### src/rtl/alu_pkg.sv
package alu_pkg;

   typedef enum logic [4:0] {
      OP_NONE,
      OP_MOVW,
      OP_CLR,
      OP_SUB,
      OP_DEC,
      OP_IOR,
      OP_AND,
      OP_XOR,
      OP_ADD,
      OP_COM,
      OP_INC,
      OP_DECSZ,
      OP_RR,
      OP_RL,
      OP_SWAP,
      OP_INCSZ,
      OP_MOVL
   } op_e;

   typedef struct packed {
      op_e  op;
      logic src_lit;   // second operand is the literal, not f
      logic dst_f;     // result goes to register file
      logic upd_c;
      logic upd_dc;
      logic upd_z;
      logic skip_chk;  // raise skip when result is zero
   } dec_t;

   localparam logic [1:0] FMT_BYTE = 2'b00;
   localparam logic [1:0] FMT_LIT  = 2'b11;

endpackage

### src/rtl/alu_decode.sv
module alu_decode
   import alu_pkg::*;
#(
   parameter int HI_W = 7
) (
   input  logic [HI_W-1:0] instr_hi,   // instruction bits from format down to direction bit
   output dec_t            dec
);

   localparam int FMT_MSB = HI_W - 1;
   localparam int OP_MSB  = HI_W - 3;

   logic [1:0] fmt;
   logic [3:0] opc;
   logic       dbit;

   assign fmt  = instr_hi[FMT_MSB -: 2];
   assign opc  = instr_hi[OP_MSB -: 4];
   assign dbit = instr_hi[0];

   always_comb begin
      dec = '{op: OP_NONE, src_lit: 1'b0, dst_f: 1'b0,
             upd_c: 1'b0, upd_dc: 1'b0, upd_z: 1'b0, skip_chk: 1'b0};
      if (fmt == FMT_BYTE) begin
         dec.dst_f = dbit;
         unique case (opc)
            4'b0000: dec.op = dbit ? OP_MOVW : OP_NONE;
            4'b0001: begin dec.op = OP_CLR;   dec.upd_z = 1'b1; end
            4'b0010: begin dec.op = OP_SUB;   dec.upd_c = 1'b1; dec.upd_dc = 1'b1; dec.upd_z = 1'b1; end
            4'b0011: begin dec.op = OP_DEC;   dec.upd_z = 1'b1; end
            4'b0100: begin dec.op = OP_IOR;   dec.upd_z = 1'b1; end
            4'b0101: begin dec.op = OP_AND;   dec.upd_z = 1'b1; end
            4'b0110: begin dec.op = OP_XOR;   dec.upd_z = 1'b1; end
            4'b0111: begin dec.op = OP_ADD;   dec.upd_c = 1'b1; dec.upd_dc = 1'b1; dec.upd_z = 1'b1; end
            4'b1000: dec.op = OP_NONE;
            4'b1001: begin dec.op = OP_COM;   dec.upd_z = 1'b1; end
            4'b1010: begin dec.op = OP_INC;   dec.upd_z = 1'b1; end
            4'b1011: begin dec.op = OP_DECSZ; dec.skip_chk = 1'b1; end
            4'b1100: begin dec.op = OP_RR;    dec.upd_c = 1'b1; end
            4'b1101: begin dec.op = OP_RL;    dec.upd_c = 1'b1; end
            4'b1110: dec.op = OP_SWAP;
            default: begin dec.op = OP_INCSZ; dec.skip_chk = 1'b1; end
         endcase
         if (dec.op == OP_NONE) dec.dst_f = 1'b0;
      end else if (fmt == FMT_LIT) begin
         dec.src_lit = 1'b1;
         casez (opc)
            4'b00??: dec.op = OP_MOVL;
            4'b1000: begin dec.op = OP_IOR; dec.upd_z = 1'b1; end
            4'b1001: begin dec.op = OP_AND; dec.upd_z = 1'b1; end
            4'b1010: begin dec.op = OP_XOR; dec.upd_z = 1'b1; end
            4'b110?: begin dec.op = OP_SUB; dec.upd_c = 1'b1; dec.upd_dc = 1'b1; dec.upd_z = 1'b1; end
            4'b111?: begin dec.op = OP_ADD; dec.upd_c = 1'b1; dec.upd_dc = 1'b1; dec.upd_z = 1'b1; end
            default: dec.op = OP_NONE;
         endcase
      end
   end

endmodule

### src/rtl/alu_addsub.sv
module alu_addsub #(
   parameter int DATA_W       = 8,
   parameter bit SPLIT_NIBBLE = 1'b1
) (
   input  logic [DATA_W-1:0] op_a,
   input  logic [DATA_W-1:0] op_b,
   input  logic              cin,
   output logic [DATA_W-1:0] sum,
   output logic              cout,
   output logic              hcout   // carry out of the low half
);

   localparam int HALF = DATA_W / 2;

   generate
      if (SPLIT_NIBBLE) begin : g_split
         logic [HALF:0] lo_s;
         logic [HALF:0] hi_s;
         assign lo_s  = {1'b0, op_a[HALF-1:0]} + {1'b0, op_b[HALF-1:0]}
                      + {{HALF{1'b0}}, cin};
         assign hi_s  = {1'b0, op_a[DATA_W-1:HALF]} + {1'b0, op_b[DATA_W-1:HALF]}
                      + {{HALF{1'b0}}, lo_s[HALF]};
         assign sum   = {hi_s[HALF-1:0], lo_s[HALF-1:0]};
         assign cout  = hi_s[HALF];
         assign hcout = lo_s[HALF];
      end else begin : g_flat
         logic [DATA_W:0] full_s;
         logic [HALF:0]   lo_s;
         assign full_s = {1'b0, op_a} + {1'b0, op_b} + {{DATA_W{1'b0}}, cin};
         assign lo_s   = {1'b0, op_a[HALF-1:0]} + {1'b0, op_b[HALF-1:0]}
                       + {{HALF{1'b0}}, cin};
         assign sum    = full_s[DATA_W-1:0];
         assign cout   = full_s[DATA_W];
         assign hcout  = lo_s[HALF];
      end
   endgenerate

endmodule

### src/rtl/alu_exec.sv
module alu_exec
   import alu_pkg::*;
#(
   parameter int DATA_W       = 8,
   parameter bit SPLIT_NIBBLE = 1'b1
) (
   input  op_e               op,
   input  logic              src_lit,
   input  logic [DATA_W-1:0] lit,
   input  logic [DATA_W-1:0] w_val,
   input  logic [DATA_W-1:0] f_val,
   input  logic              c_in,
   output logic [DATA_W-1:0] res,
   output logic              c_new,
   output logic              dc_new
);

   localparam int HALF = DATA_W / 2;
   localparam logic [DATA_W-1:0] ONE = {{(DATA_W-1){1'b0}}, 1'b1};

   logic [DATA_W-1:0] opnd;
   logic [DATA_W-1:0] as_a;
   logic [DATA_W-1:0] as_b;
   logic              as_cin;
   logic [DATA_W-1:0] as_sum;
   logic              as_co;
   logic              as_hco;

   assign opnd = src_lit ? lit : f_val;

   // subtract as minuend + ~W + 1: carry out is then "no borrow"
   always_comb begin
      as_a   = w_val;
      as_b   = opnd;
      as_cin = 1'b0;
      if (op == OP_SUB) begin
         as_a   = opnd;
         as_b   = ~w_val;
         as_cin = 1'b1;
      end
   end

   alu_addsub #(
      .DATA_W       (DATA_W),
      .SPLIT_NIBBLE (SPLIT_NIBBLE)
   ) u_addsub (
      .op_a  (as_a),
      .op_b  (as_b),
      .cin   (as_cin),
      .sum   (as_sum),
      .cout  (as_co),
      .hcout (as_hco)
   );

   always_comb begin
      res    = '0;
      c_new  = as_co;
      dc_new = as_hco;
      unique case (op)
         OP_ADD,
         OP_SUB:   res = as_sum;
         OP_AND:   res = w_val & opnd;
         OP_IOR:   res = w_val | opnd;
         OP_XOR:   res = w_val ^ opnd;
         OP_COM:   res = ~f_val;
         OP_INC,
         OP_INCSZ: res = f_val + ONE;
         OP_DEC,
         OP_DECSZ: res = f_val - ONE;
         OP_RR: begin
            res   = {c_in, f_val[DATA_W-1:1]};
            c_new = f_val[0];
         end
         OP_RL: begin
            res   = {f_val[DATA_W-2:0], c_in};
            c_new = f_val[DATA_W-1];
         end
         OP_SWAP:  res = {f_val[HALF-1:0], f_val[DATA_W-1:HALF]};
         OP_MOVW:  res = w_val;
         OP_MOVL:  res = lit;
         OP_CLR:   res = '0;
         default:  res = '0;
      endcase
   end

endmodule

### src/rtl/alu_status.sv
module alu_status (
   input  logic clk,
   input  logic rst_n,
   input  logic commit,
   input  logic upd_c,
   input  logic upd_dc,
   input  logic upd_z,
   input  logic c_nxt,
   input  logic dc_nxt,
   input  logic z_nxt,
   output logic c_q,
   output logic dc_q,
   output logic z_q
);

   always_ff @(posedge clk or negedge rst_n) begin
      if (!rst_n) begin
         c_q  <= 1'b0;
         dc_q <= 1'b0;
         z_q  <= 1'b0;
      end else if (commit) begin
         if (upd_c)  c_q  <= c_nxt;
         if (upd_dc) dc_q <= dc_nxt;
         if (upd_z)  z_q  <= z_nxt;
      end
   end

endmodule

### src/rtl/acc_alu.sv
module acc_alu
   import alu_pkg::*;
#(
   parameter int DATA_W       = 8,
   parameter int INSTR_W      = 14,
   parameter bit SPLIT_NIBBLE = 1'b1
) (
   input  logic               clk,
   input  logic               rst_n,
   input  logic               exec_en,
   input  logic [INSTR_W-1:0] instr,
   input  logic [DATA_W-1:0]  w_in,
   input  logic [DATA_W-1:0]  f_in,
   input  logic               c_in,
   output logic [DATA_W-1:0]  result,
   output logic               wr_w,
   output logic               wr_f,
   output logic               zero_res,
   output logic               skip_req,
   output logic               flag_c,
   output logic               flag_dc,
   output logic               flag_z
);

   // decode window: format, opcode and direction bit sit just above the literal's low bits
   localparam int HI_W = INSTR_W - DATA_W + 1;

   generate
      if (INSTR_W != DATA_W + 6) begin : g_bad_instr_w
         $error("acc_alu: INSTR_W must equal DATA_W + 6");
      end
      if (DATA_W < 4 || (DATA_W % 2) != 0) begin : g_bad_data_w
         $error("acc_alu: DATA_W must be even and at least 4");
      end
   endgenerate

   dec_t              dec;
   logic [DATA_W-1:0] res_w;
   logic              c_nx;
   logic              dc_nx;
   logic              legal;

   alu_decode #(
      .HI_W (HI_W)
   ) u_dec (
      .instr_hi (instr[INSTR_W-1:DATA_W-1]),
      .dec      (dec)
   );

   alu_exec #(
      .DATA_W       (DATA_W),
      .SPLIT_NIBBLE (SPLIT_NIBBLE)
   ) u_exec (
      .op      (dec.op),
      .src_lit (dec.src_lit),
      .lit     (instr[DATA_W-1:0]),
      .w_val   (w_in),
      .f_val   (f_in),
      .c_in    (c_in),
      .res     (res_w),
      .c_new   (c_nx),
      .dc_new  (dc_nx)
   );

   assign legal    = (dec.op != OP_NONE);
   assign result   = res_w;
   assign zero_res = ~|res_w;
   assign skip_req = dec.skip_chk & zero_res;
   assign wr_w     = exec_en & legal & ~dec.dst_f;
   assign wr_f     = exec_en & legal &  dec.dst_f;

   alu_status u_stat (
      .clk    (clk),
      .rst_n  (rst_n),
      .commit (exec_en),
      .upd_c  (dec.upd_c),
      .upd_dc (dec.upd_dc),
      .upd_z  (dec.upd_z),
      .c_nxt  (c_nx),
      .dc_nxt (dc_nx),
      .z_nxt  (zero_res),
      .c_q    (flag_c),
      .dc_q   (flag_dc),
      .z_q    (flag_z)
   );

endmodule

### config.mk
export PLATFORM = sky130hd
export DESIGN_NAME = acc_alu
export DESIGN_NICKNAME = d
export VERILOG_FILES = /design/src/rtl/alu_pkg.sv /design/src/rtl/alu_decode.sv /design/src/rtl/alu_addsub.sv /design/src/rtl/alu_exec.sv /design/src/rtl/alu_status.sv /design/src/rtl/acc_alu.sv
export SDC_FILE = /design/constraint.sdc
export NUM_CORES = 1
export LEC_CHECK = 0
export ABC_AREA = 1
export BUFFER_PORTS_ARGS = -buffer_cell sky130_fd_sc_hd__buf_2
export CAP_MARGIN = 20
export CORE_UTILIZATION = 29
export CTS_CLUSTER_SIZE = 16
export DETAILED_ROUTE_END_ITERATION = 6
export REMOVE_ABC_BUFFERS = 1
export SYNTH_ARGS = -nofsm -noshare
export SYNTH_HDL_FRONTEND = slang
export SYNTH_HIERARCHICAL = 1
export SYNTH_SLANG_ARGS = --single-unit
### constraint.sdc
create_clock -name clk -period 6.02 [get_ports clk]
set_clock_uncertainty 0.1 [all_clocks]
set_input_delay 0.903 -clock clk [delete_from_list [all_inputs] [get_ports clk]]
set_output_delay 0.903 -clock clk [all_outputs]
set_load 0.02 [all_outputs]
# After elaboration in Yosys (flattened, before gate mapping)
# Cells that the tools add are included.
totals:
  ff_bits: 3
  latch_bits: 0
  ram_bits: 0
  mem_bits_ro: 0
  inputBits: 34
  output_inout_bits: 15
  elab_cells: 94
  mem_count: 0
classes:
  add_sub_neg: 6
  mul: 0
  n_div: 0
  magnitude_cmp: 0
  n_eq_ne: 32
  shifts: 0
  muxes: 24
  bitwise_logic: 10
  reduce_logical: 19
ops:
  columns: ["op", "count"]
  rows:
  - ["8-bit one-hot mux with 12 select lines", 1]
  - ["5-bit one-hot mux with 15 select lines", 1]
  - ["5-bit by 4-bit == test with 1-bit output (second input constant)", 8]
  - ["5-bit one-hot mux with 6 select lines", 1]
  - ["4-bit == test (second input constant)", 7]
  - ["8-bit two-way mux", 3]
  - ["5-bit by 3-bit == test with 1-bit output (second input constant)", 4]
  - ["4-bit by 3-bit == test with 1-bit output (second input constant)", 4]
  - ["8-bit NOT", 2]
  - ["14-bit OR reduction", 1]
  - ["1-bit two-way mux", 11]
  - ["4-bit by 4-bit adder with 5-bit output", 2]
  - ["5-bit by 1-bit adder with 5-bit output", 2]
  - ["5-bit two-way mux", 2]
  - ["2-bit OR reduction", 5]
  - ["9-bit OR reduction", 1]
  - ["8-bit by 1-bit adder with 8-bit output (second input constant)", 1]
  - ["8-bit AND", 1]
  - ["4-bit by 2-bit == test with 1-bit output (second input constant)", 2]
  - ["8-bit OR", 1]
  - ["8-bit OR reduction", 1]
  - ["8-bit by 1-bit subtractor with 8-bit output (second input constant)", 1]
  - ["8-bit bitwise XOR", 1]
  - ["3-bit == test (second input constant)", 2]
  - ["19 further kinds", 26]

# Longest topological paths before layout
logic_depth:
  word_depth: 13
  mapped_depth: 36
  mapped_depth_nobuf: 35

# Hierarchy
# Netlist, hierarchy kept.
modules_own_cells:
  columns: ["module", "instances", "cells_per_inst", "area_each_um2", "seq_area_each_um2"]
  rows:
  - ["alu_exec", 1, 351, 1759.2, 0.0]
  - ["alu_decode", 1, 66, 302.8, 0.0]
  - ["alu_addsub", 1, 41, 299.0, 0.0]
  - ["alu_status", 1, 15, 123.9, 75.1]
  - ["acc_alu", 1, 17, 71.3, 0.0]

# Worst setup path after synthesis
# No wires, ideal clock.
synth_timing:
  path_type: "input-to-output"
  start: "input port instr[8]"
  end: "output port zero_res"
  arrival_time_ns: 4.971
  t_required_ns: 5.017
  path_slack_ns: 0.046
  path_stages: 27
  n_path_buf: 1
  path_cell_list: "nand2_2 clkinv_1 nand2_1 o21ai_0 o21ai_1 nand2_1 nor2_2 nand3_2 clkbuf_1 o21ai_0 inv_1 fa_1 inv_1 fa_1 a21oi_1 o21bai_1 fa_1 inv_1 fa_1 xnor2_1 nand2_1 nand3_1 nor2_1 nand3_1 nor2_1 nand2_1 nor2_1"
synth_rtl:
  columns: ["element", "line_no", "rtl"]
  rows:
  - ["start, declared", "acc_alu.sv:11", "input logic [INSTR_W-1:0] instr,"]
  - ["end, declared", "acc_alu.sv:18", "output logic zero_res,"]

==> impl_metrics.toml <==
[outcome]
status = "complete, no violations"

[synth]
synthArstFlopShare_pct = 100
yosysTopAreaCell = "nand2_1"
yosysSeqAreaShare_pct = 2.94
synth.area.top_cells = "nand2_1, ha_1, inv_1"
netlist_instances = 490
netlist.area_leader.share_pct = 25.1
yosysMostFrequentCell = "nand2_1"
avgSynthCellArea_sq_um = 5.22
ys_seq_elements = 3
syn_area_sq_mm = 0.00256
synth_edf_count = 0
yosys.cell_types.count = 36
synth_commonest_cells = "nand2_1, inv_1, nor2_1"
synth_flop_cell = "dfrtp_1"
yosysWarnings = 6

[sta]
fin_tns_setup_ns = 0
setup_viol = 0
worstMarginPinSlew_ns = 0.609
holdWs_ns = 0.366
postLayoutSetupSlackWorst_ns = 0.250
period_needed_ns = 5.77
report.final.slew_viol_count = 0
max_slew_margin_pct = 59.3
hold_viol = 0
period_share_pct = 95.8
max_freq_mhz = 173

[setup_path]
cp-endpoint = "skip_req"
crit_required_ns = 5.02
r2r_start = "u_stat/c_q"
cp_max_fo = 6
cp-startpoint = "instr[8]"
startpoint_type = "input pin"
rr_worst_depth = 2
r2r-end = "u_stat/c_q"
r2r_setup_slack_ns = 5.33
endpoint_kind = "output pin"
worstPathArrival_ns = 4.77
critPathMaxStageDelay_ns = 0.38
crit_top_cell = "fa_2"
critPathKind = "input pin to output pin"
crit_slowest_cell = "fa_2"

[clock_tree]
numCtsBuffers = 3
hold_buffers = 0
root_buffer = "clkbuf_8"
cts_sinks = 3
insertion_delay_ns = 0.21
cts_buffer_depth = 2
clk_pin_slew_worst_paths_ns = 0.03
cts_tree = "built"
h-tree-depth = 1

[pwr]
power_leakage_nw = 1.87
p_per_area_mw_per_mm2 = 118
peakVddDrop_uv = 48.6
finalPower_uw = 387

[grt]
grtUsageTotal_pct = 20.1
grt_start_max_net_pins = 20
grt_pass1_vias = 3134
overflow = 0
antenna_found_initial = 0
grt_first_pass_wirelength_mm = 14.7

[floorplanning]
ios = 49
dieArea_sq_mm = 0.00919
rows = 33
die_h_microns = 95.9
initial_utilization_pct = 30.5
core_area_sq_mm = 0.00838
die_w_microns = 95.9

[min_path]
min_path_type = "input pin to asynchronous set/reset pin"

[detailed_routing]
via_per_inst = 5.04
drc_errors = 0
wl_per_cell_microns = 13.2
vias = 3379
dr.pass1.iters = 5
drt_iter0_drc = 231
postRouteAntennaNets = 0
wirelength_mm = 8.86

[finish]
instances_no_fill = 670
design_area_sq_mm = 0.00326
post-route-util_pct = 38.9
drive_gt1_share_pct = 23.0
diodes = 0
syn_to_final_growth_pct = 27.7
final_nets = 633

[job]
maxCapViolCount = 0

[placed_design]
portBuffers = 48
placed_cells = 655
place_area_sq_mm = 0.00302
dp_hpwl_mm = 7.26
globalplace.congestion = 0.922
dp_slack_ns = 0.0835
critical path, delay by kind of cell:
| kind | cells | cell delay [ns] |
|---|---|---|
| simple gates | 12 | 1.27 |
| buf+inv | 6 | 0.56 |
| fa+ha+maj | 4 | 1.23 |
| xor+xnor | 1 | 0.14 |
| compound gates | 5 | 0.66 |
cell families after synthesis:
kind of cell	after synthesis	synth area share, %
XOR/XNOR	4	1.37
adder cells (fa/ha/maj)	33	17.6
buffers and inverters	93	14.3
AO/OA/AOI/OAI	58	12.7
AND/OR/NAND/NOR	299	51.1
flip-flops	3	2.94
state kept, by name, summed over array words and instances (netlist names):
| signal | cells |
|---|---|
| u_stat/dc_q | 1 |
| u_stat/z_q | 1 |
| u_stat/c_q | 1 |
power breakdown:
| group | leakage (nW) | switching (mW) | internal, mW |
|---|---|---|---|
| Sequential | 0.0389 | 0.00294 | 0.0266 |
| Combinational | 1.81 | 0.189 | 0.110 |
| Clock | 0.0228 | 0.0128 | 0.0451 |
how the worst min path moves through the flow:
stage,startpoint,end,slack (ns),cells after the start
6_report,rst_n,u_stat/z_q,0.37,1
2_1_floorplan,u_stat/dc_q,u_stat/dc_q,0.48,2
5_1_grt,rst_n,u_stat/z_q,0.37,1
3_5_place_dp,u_stat/dc_q,u_stat/dc_q,0.36,2
4_1_cts,rst_n,u_stat/z_q,0.37,1
3_3_place_gp,u_stat/z_q,u_stat/z_q,0.35,2
metal layers:
layer	track usage [%]	part of all wire (%)
met1	27.4	45
met2	33.2	45
met3	3.16	8.1
met4	4.23	1.9
met5	0	0
area by class of cell:
| class | count | area, sq um |
|---|---|---|
| inverter | 87 | 334 |
| tap | 105 | 131 |
| sequential | 3 | 75.1 |
| multi-input combinational | 394 | 2200 |
| fill | 928 | 5120 |
| timing repair buffer | 77 | 478 |
| clock buffer | 4 | 45.0 |
what timing repair did:
item                                    in CTS  in global routing
endpoints found under the setup margin       0                  2
hold endpoints to repair                     0                  0
resized for setup                            0                 43
setup buffers                                0                 11
placed cells by master (no fill, tap or decap), types with 11 or more instances in the layout:
cell and count:
buf_2 43, buf_4 32, ha_1 28, inv_1 75
nand2_1 164, nand2_2 11, nand3_1 40, nand4_1 12
nor2_1 45, o21ai_0 27
(Power assumes the default switching activity.)
